===== config.mk =====
export PLATFORM = sky130hd
export DESIGN_NAME = ds3_idle_detect
export DESIGN_NICKNAME = d
export VERILOG_FILES = /design/src/rtl/ds3idl_pkg.sv /design/src/rtl/ds3idl_pos_decode.sv /design/src/rtl/ds3idl_group_check.sv /design/src/rtl/ds3idl_cbit_check.sv /design/src/rtl/ds3_idle_detect.sv
export SDC_FILE = /design/constraint.sdc
export NUM_CORES = 1
export LEC_CHECK = 0
export BUFFER_PORTS_ARGS = -buffer_cell sky130_fd_sc_hd__buf_2
export CAP_MARGIN = 10
export CORE_UTILIZATION = 25
export DETAILED_ROUTE_END_ITERATION = 16
export GPL_ROUTABILITY_DRIVEN = 0
export PLACE_DENSITY_LB_ADDON = 0.25
export SETUP_SLACK_MARGIN = 0.2
export SYNTH_ARGS = -nofsm -noshare
export SYNTH_HDL_FRONTEND = slang
export SYNTH_SLANG_ARGS = --single-unit

===== constraint.sdc =====
create_clock -name clk -period 13.8 [get_ports clk]
set_input_delay 2.07 -clock clk [delete_from_list [all_inputs] [get_ports clk]]
set_output_delay 2.07 -clock clk [all_outputs]
set_load 0.005 [all_outputs]

===== src/rtl/ds3idl_pkg.sv =====
package ds3idl_pkg;

   // Per-bit decode of the M-frame position
   typedef struct packed {
      logic ovh;        // overhead bit of a block
      logic grp_last;   // last payload bit of a 4-bit group
      logic exp_bit;    // expected payload value for the idle sequence
      logic frm_start;  // first bit of the M-frame
      logic frm_last;   // last bit of the M-frame
   } slot_info_t;

   function automatic int frame_len(input int blk_bits, input int blk_per_sf, input int n_sf);
      return blk_bits * blk_per_sf * n_sf;
   endfunction

endpackage


===== src/rtl/ds3idl_pos_decode.sv =====
module ds3idl_pos_decode
   import ds3idl_pkg::*;
#(
   parameter int BLOCK_BITS = 85,
   parameter int BLK_PER_SF = 8,
   parameter int N_SF       = 7,
   parameter int GROUP_BITS = 4,
   parameter int POS_W      = 13
) (
   input  logic [POS_W-1:0] bit_pos,
   output slot_info_t       slot,
   output logic [POS_W-1:0] blk_idx
);
   localparam int FRAME_BITS = frame_len(BLOCK_BITS, BLK_PER_SF, N_SF);
   localparam int HALF_GRP   = GROUP_BITS / 2;

   if ((BLOCK_BITS - 1) % GROUP_BITS != 0) begin : g_bad_group
      $error("payload length must be a whole number of groups");
   end
   if (FRAME_BITS > (1 << POS_W)) begin : g_bad_width
      $error("POS_W too narrow for the frame length");
   end

   logic [POS_W-1:0] offs;
   logic [POS_W-1:0] lane;

   always_comb begin
      offs           = bit_pos % POS_W'(BLOCK_BITS);
      blk_idx        = bit_pos / POS_W'(BLOCK_BITS);
      lane           = (offs - POS_W'(1)) % POS_W'(GROUP_BITS);
      slot.ovh       = (offs == '0);
      slot.grp_last  = (offs != '0) && (lane == POS_W'(GROUP_BITS - 1));
      slot.exp_bit   = (lane < POS_W'(HALF_GRP));
      slot.frm_start = (bit_pos == '0);
      slot.frm_last  = (bit_pos == POS_W'(FRAME_BITS - 1));
   end

endmodule


===== src/rtl/ds3idl_group_check.sv =====
module ds3idl_group_check #(
   parameter int ERR_LIMIT = 5
) (
   input  logic clk,
   input  logic rst_n,
   input  logic bit_ok,
   input  logic rx_data,
   input  logic ovh,
   input  logic grp_last,
   input  logic exp_bit,
   input  logic frm_start,
   output logic over_limit
);
   localparam int CNT_W = $clog2(ERR_LIMIT + 2);
   localparam logic [CNT_W-1:0] SAT = CNT_W'(ERR_LIMIT + 1);

   if (ERR_LIMIT < 0) begin : g_bad_limit
      $error("ERR_LIMIT must not be negative");
   end

   logic             grp_err_q;
   logic [CNT_W-1:0] cnt_q;
   logic [CNT_W-1:0] cnt_sum;
   logic             mism;
   logic             grp_hit;

   always_comb begin
      mism       = rx_data ^ exp_bit;
      grp_hit    = grp_last & (grp_err_q | mism);
      cnt_sum    = (grp_hit && cnt_q != SAT) ? cnt_q + CNT_W'(1) : cnt_q;
      over_limit = (cnt_sum > CNT_W'(ERR_LIMIT));
   end

   always_ff @(posedge clk) begin
      if (!rst_n) begin
         grp_err_q <= 1'b0;
         cnt_q     <= '0;
      end else if (bit_ok) begin
         if (frm_start) begin
            grp_err_q <= 1'b0;
            cnt_q     <= '0;
         end else if (ovh) begin
            grp_err_q <= 1'b0;
         end else if (grp_last) begin
            grp_err_q <= 1'b0;
            cnt_q     <= cnt_sum;
         end else begin
            grp_err_q <= grp_err_q | mism;
         end
      end
   end

   assert_cnt_bound_R5: assert property (@(posedge clk) disable iff (!rst_n)
      cnt_q <= SAT);
   assert_grp_restart_R3: assert property (@(posedge clk) disable iff (!rst_n)
      (bit_ok && (ovh || grp_last)) |=> !grp_err_q);
   assert_gap_hold_R9: assert property (@(posedge clk) disable iff (!rst_n)
      !bit_ok |=> $stable(cnt_q));
   assert_frame_reset_R10: assert property (@(posedge clk) disable iff (!rst_n)
      (bit_ok && frm_start) |=> cnt_q == '0);

endmodule


===== src/rtl/ds3idl_cbit_check.sv =====
module ds3idl_cbit_check #(
   parameter int POS_W      = 13,
   parameter int BLK_PER_SF = 8,
   parameter int IDLE_SF    = 2,
   parameter int N_CBIT     = 3,
   parameter int C_FIRST    = 2,
   parameter int C_STEP     = 2
) (
   input  logic             clk,
   input  logic             rst_n,
   input  logic             bit_ok,
   input  logic             rx_data,
   input  logic             ovh,
   input  logic             frm_start,
   input  logic [POS_W-1:0] blk_idx,
   output logic             c_bad
);
   if (C_FIRST + (N_CBIT - 1) * C_STEP >= BLK_PER_SF) begin : g_bad_slot
      $error("control-bit slot beyond the subframe");
   end

   logic [N_CBIT-1:0] bad_vec;

   for (genvar i = 0; i < N_CBIT; i++) begin : g_slot
      localparam int TARGET = IDLE_SF * BLK_PER_SF + C_FIRST + i * C_STEP;
      logic hit_q;
      always_ff @(posedge clk) begin
         if (!rst_n) begin
            hit_q <= 1'b0;
         end else if (bit_ok) begin
            if (frm_start) begin
               hit_q <= 1'b0;
            end else if (ovh && blk_idx == POS_W'(TARGET) && rx_data) begin
               hit_q <= 1'b1;
            end
         end
      end
      assign bad_vec[i] = hit_q;
   end

   assign c_bad = |bad_vec;

   assert_cflag_clear_R10: assert property (@(posedge clk) disable iff (!rst_n)
      (bit_ok && frm_start) |=> bad_vec == '0);
   assert_cflag_sticky_R6: assert property (@(posedge clk) disable iff (!rst_n)
      (c_bad && !(bit_ok && frm_start)) |=> c_bad);

endmodule


===== src/rtl/ds3_idle_detect.sv =====
module ds3_idle_detect
   import ds3idl_pkg::*;
#(
   parameter int BLOCK_BITS = 85,
   parameter int BLK_PER_SF = 8,
   parameter int N_SF       = 7,
   parameter int GROUP_BITS = 4,
   parameter int ERR_LIMIT  = 5,
   parameter int IDLE_SF    = 2,
   parameter int N_CBIT     = 3,
   parameter int C_FIRST    = 2,
   parameter int C_STEP     = 2,
   parameter int POS_W      = 13
) (
   input  logic             clk,
   input  logic             rst_n,
   input  logic             in_frame,
   input  logic             bit_valid,
   input  logic [POS_W-1:0] bit_pos,
   input  logic             rx_data,
   output logic             idle
);
   localparam int FRAME_BITS = frame_len(BLOCK_BITS, BLK_PER_SF, N_SF);

   slot_info_t       slot;
   logic [POS_W-1:0] blk_idx;
   logic             bit_ok;
   logic             over_limit;
   logic             c_bad;
   logic             seen_q;
   logic             idle_q;

   assign bit_ok = bit_valid & in_frame;

   ds3idl_pos_decode #(
      .BLOCK_BITS(BLOCK_BITS), .BLK_PER_SF(BLK_PER_SF), .N_SF(N_SF),
      .GROUP_BITS(GROUP_BITS), .POS_W(POS_W)
   ) u_decode (
      .bit_pos(bit_pos),
      .slot   (slot),
      .blk_idx(blk_idx)
   );

   ds3idl_group_check #(
      .ERR_LIMIT(ERR_LIMIT)
   ) u_groups (
      .clk       (clk),
      .rst_n     (rst_n),
      .bit_ok    (bit_ok),
      .rx_data   (rx_data),
      .ovh       (slot.ovh),
      .grp_last  (slot.grp_last),
      .exp_bit   (slot.exp_bit),
      .frm_start (slot.frm_start),
      .over_limit(over_limit)
   );

   ds3idl_cbit_check #(
      .POS_W(POS_W), .BLK_PER_SF(BLK_PER_SF), .IDLE_SF(IDLE_SF),
      .N_CBIT(N_CBIT), .C_FIRST(C_FIRST), .C_STEP(C_STEP)
   ) u_cbits (
      .clk      (clk),
      .rst_n    (rst_n),
      .bit_ok   (bit_ok),
      .rx_data  (rx_data),
      .ovh      (slot.ovh),
      .frm_start(slot.frm_start),
      .blk_idx  (blk_idx),
      .c_bad    (c_bad)
   );

   // Frame-boundary status register; cleared whenever frame is lost
   always_ff @(posedge clk) begin
      if (!rst_n) begin
         seen_q <= 1'b0;
         idle_q <= 1'b0;
      end else if (!in_frame) begin
         seen_q <= 1'b0;
         idle_q <= 1'b0;
      end else if (bit_valid) begin
         if (slot.frm_start) begin
            seen_q <= 1'b1;
         end
         if (slot.frm_last && seen_q) begin
            idle_q <= !over_limit && !c_bad;
         end
      end
   end

   assign idle = idle_q;

   assert_pos_range_R2: assert property (@(posedge clk) disable iff (!rst_n)
      bit_valid |-> bit_pos < POS_W'(FRAME_BITS));
   assert_oof_clear_R8: assert property (@(posedge clk) disable iff (!rst_n)
      !in_frame |=> !idle);
   assert_hold_R7: assert property (@(posedge clk) disable iff (!rst_n)
      (in_frame && !(bit_valid && slot.frm_last)) |=> $stable(idle));
   assert_no_eval_R8: assert property (@(posedge clk) disable iff (!rst_n)
      (!seen_q && !idle) |=> !idle);
   assert_reset_R1: assert property (@(posedge clk)
      !rst_n |=> !idle);

endmodule


==> results.sh <==
export IMPL_grt_max_degree=25
export IMPL_skew_ns=0.001982
export IMPL_vias_per_cell=5.937
export IMPL_dpl_hpwl_um=8191
export IMPL_track_usage_pct=14.95
export IMPL_synth_seq_cells=9
export IMPL_instances_no_fill=646
export IMPL_clk_path_buf_depth=2
export IMPL_clkSinkCount=9
export IMPL_hold_viol_final=0
export IMPL_antenna_found_initial=0
export IMPL_slew_violations=0
export IMPL_netlist_area_um2=3411
export IMPL_dpl_cell_count=642
export IMPL_grt_pass1_vias=3651
export IMPL_cts_setup_buffers=0
export IMPL_yosysSeqAreaShare_pct=5.282
export IMPL_drtIter0Drc=352
export IMPL_layout_common_cells="nand2_1, nor2_1, a21oi_1"
export IMPL_ioPinCount=19
export IMPL_worstMarginPinSlew_ns=0.9699
export IMPL_overflow=0
export IMPL_setup_viol=0
export IMPL_fp_dieArea_um2=14110
export IMPL_power_leakage_nw=1.272
export IMPL_fp_dieH_um=118.8
export IMPL_reg2regPathDepth=6
export IMPL_diodes=0
export IMPL_clkLatencyLatePin_ns=0.24
export IMPL_cts_resized_gates=0
export IMPL_synth_cell_types=102
export IMPL_start_kind="input pin"
export IMPL_required_ns=13.92
export IMPL_num_rows=42
export IMPL_ant_nets=0
export IMPL_cts_hold_buf=0
export IMPL_clockRootBuffer="clkbuf_16"
export IMPL_areaGrowthSynthToFinish_pct=8.951
export IMPL_ir_worst_vdd_uv=124.0
export IMPL_synth_async_reset_ratio_pct=0
export IMPL_maxCapViolations=0
export IMPL_yosysWarnings=0
export IMPL_grt_pass1_wl_um=17770
export IMPL_fin_crit_sh_pct=80.95
export IMPL_clk_pin_slew_ns=0.04
export IMPL_htreeDepth=1
export IMPL_status="finished clean"
export IMPL_syn_inst=468
export IMPL_final_layout_size_suffix_gt1_share_pct=14.89
export IMPL_post_drt_wl_per_cell_um=16.36
export IMPL_io_buffers=18
export IMPL_maxSlewHeadroom_pct=34.90
export IMPL_avgSynthCellArea_um2=7.288
export IMPL_min_period_ns=11.17
export IMPL_cpMostUsedCell="a21o_1"
export IMPL_hold_depth=2
export IMPL_crit_slowest_cell="a311oi_1"
export IMPL_fmax_ghz=0.08951
export IMPL_nNetsFinal=496
export IMPL_min_delay_path_class="register to register"
export IMPL_drt_pass1_iterations=6
export IMPL_wirelength_um=10570
export IMPL_cts_tree="done"
export IMPL_final_setup_tns_ns=0
export IMPL_die_x_um=118.8
export IMPL_final_common_cell="nand2_1"
export IMPL_crit_path_max_incr_delay_ns=0.87
export IMPL_power_density_nw_per_um2=224.9
export IMPL_cp_arrival_ns=11.29
export IMPL_cts_buffers=3
export IMPL_coreArea_um2=13300
export IMPL_cp_end_kind="register"
export IMPL_rsz0062_at_grt="false"
export IMPL_synth_ff_type="dfxtp_1"
export IMPL_path_class="input pin to register"
export IMPL_vias=3835
export IMPL_start_util_pct=25.65
export IMPL_drt_drc_violations_left=0
export IMPL_synth_fp_nets=493
export IMPL_critPathMaxFanout=24
export IMPL_synth_edf_count=0
-- registers in the layout, indices dropped and copies added (netlist names) --
| register | cells |
|---|---|
| u_cbits.g_slot.hit_q | 3 |
| seen_q | 1 |
| idle | 1 |
| u_groups.grp_err_q | 1 |
| u_groups.cnt_q | 3 |
-- cell type report --
cell class                      instances  area, um^2
Timing Repair Buffer                   19       97.59
Fill cell                            1412        9579
Inverter                               23       86.33
Clock buffer                            4       78.83
Sequential cell                         9       180.2
Tap cell                              176       220.2
Multi-Input combinational cell        415        3053
-- worst paths after layout --
kind / startpoint / endpoint / slack (ns)
setup / recovery: bit_pos[10] / u_groups.cnt_q[0] / 2.63
hold / removal: u_cbits.g_slot[2].hit_q / u_cbits.g_slot[2].hit_q / 0.46
setup reg to reg: u_groups.cnt_q[0] / u_groups.cnt_q[0] / 12.16
hold reg to reg: u_cbits.g_slot[2].hit_q / u_cbits.g_slot[2].hit_q / 0.46
-- power by group --
group / switching, mW / leakage [nW] / internal, mW
registers: 0.00266 / 0.0726 / 0.0289
logic: 0.462 / 1.16 / 0.290
clock network: 0.0132 / 0.0382 / 0.0387
-- metal layers --
layer	vias to the layer above	track usage, %	wire length (um)	share of wire (%)
met5	-	0	0	0
met4	0	3.085	125	1.2
li1	1869	-	-	-
met1	1833	20.16	4854	46
met2	122	26.10	5077	48
met3	11	0.8205	511	4.8
-- worst max-delay path: cells and delay by family --
family,cells,cell delay [ns]
fa+ha+maj,2,0.50
compound gates,18,5.48
buf+inv,2,0.43
simple gates,5,1.58
xor+xnor,2,0.97
mux,1,0.25
-- per-stage QoR --
step	hold WS, ns	setup WS, ns	total power, mW	utilization [%]	area, um^2
6_report	0.4558	2.629	0.8358	27.95	3716
5_1_grt	0.4995	1.815	0.9109	27.95	3716
4_1_cts	0.4633	2.741	0.8333	27.95	3716
3_5_place_dp	0.4539	2.513	0.7739	27.36	3637
3_3_place_gp	0.4403	2.677	0.7741	27.36	3637
2_1_floorplan	0.4169	3.985	0.6390	-	3411
-- synth_stat cells, types with 6 or more instances --
| cell type | n | area, um^2 |
|---|---|---|
| nor2_1 | 37 | 138.9 |
| xnor2_1 | 15 | 131.4 |
| a211o_1 | 6 | 52.55 |
| nand2_1 | 39 | 146.4 |
| clkbuf_1 | 15 | 56.30 |
| o21a_1 | 7 | 52.55 |
| o31ai_1 | 8 | 60.06 |
| ha_1 | 7 | 87.58 |
| nand3_1 | 20 | 100.1 |
| nor3_1 | 19 | 95.09 |
| o211ai_1 | 12 | 90.09 |
| dfxtp_1 | 9 | 180.2 |
| o21ai_0 | 24 | 120.1 |
| a21o_1 | 9 | 67.56 |
| nand4_1 | 7 | 43.79 |
| inv_1 | 23 | 86.33 |
| and3_1 | 6 | 37.54 |
| a211oi_1 | 14 | 105.1 |
| or3_1 | 6 | 37.54 |
| a21oi_1 | 28 | 140.1 |
-- cells by family (layout without fill, tap and decap cells) --
| kind of cell | Yosys count | in the layout | synth area share, % |
|---|---|---|---|
| xor+xnor | 23 | 23 | 7.117 |
| simple gates | 168 | 168 | 25.35 |
| compound gates | 205 | 205 | 49.96 |
| buf+inv | 44 | 46 | 5.209 |
| mux | 9 | 9 | 3.595 |
| flops | 9 | 9 | 5.282 |
| fa+ha+maj | 10 | 10 | 3.485 |
(Power assumes the default switching activity.)
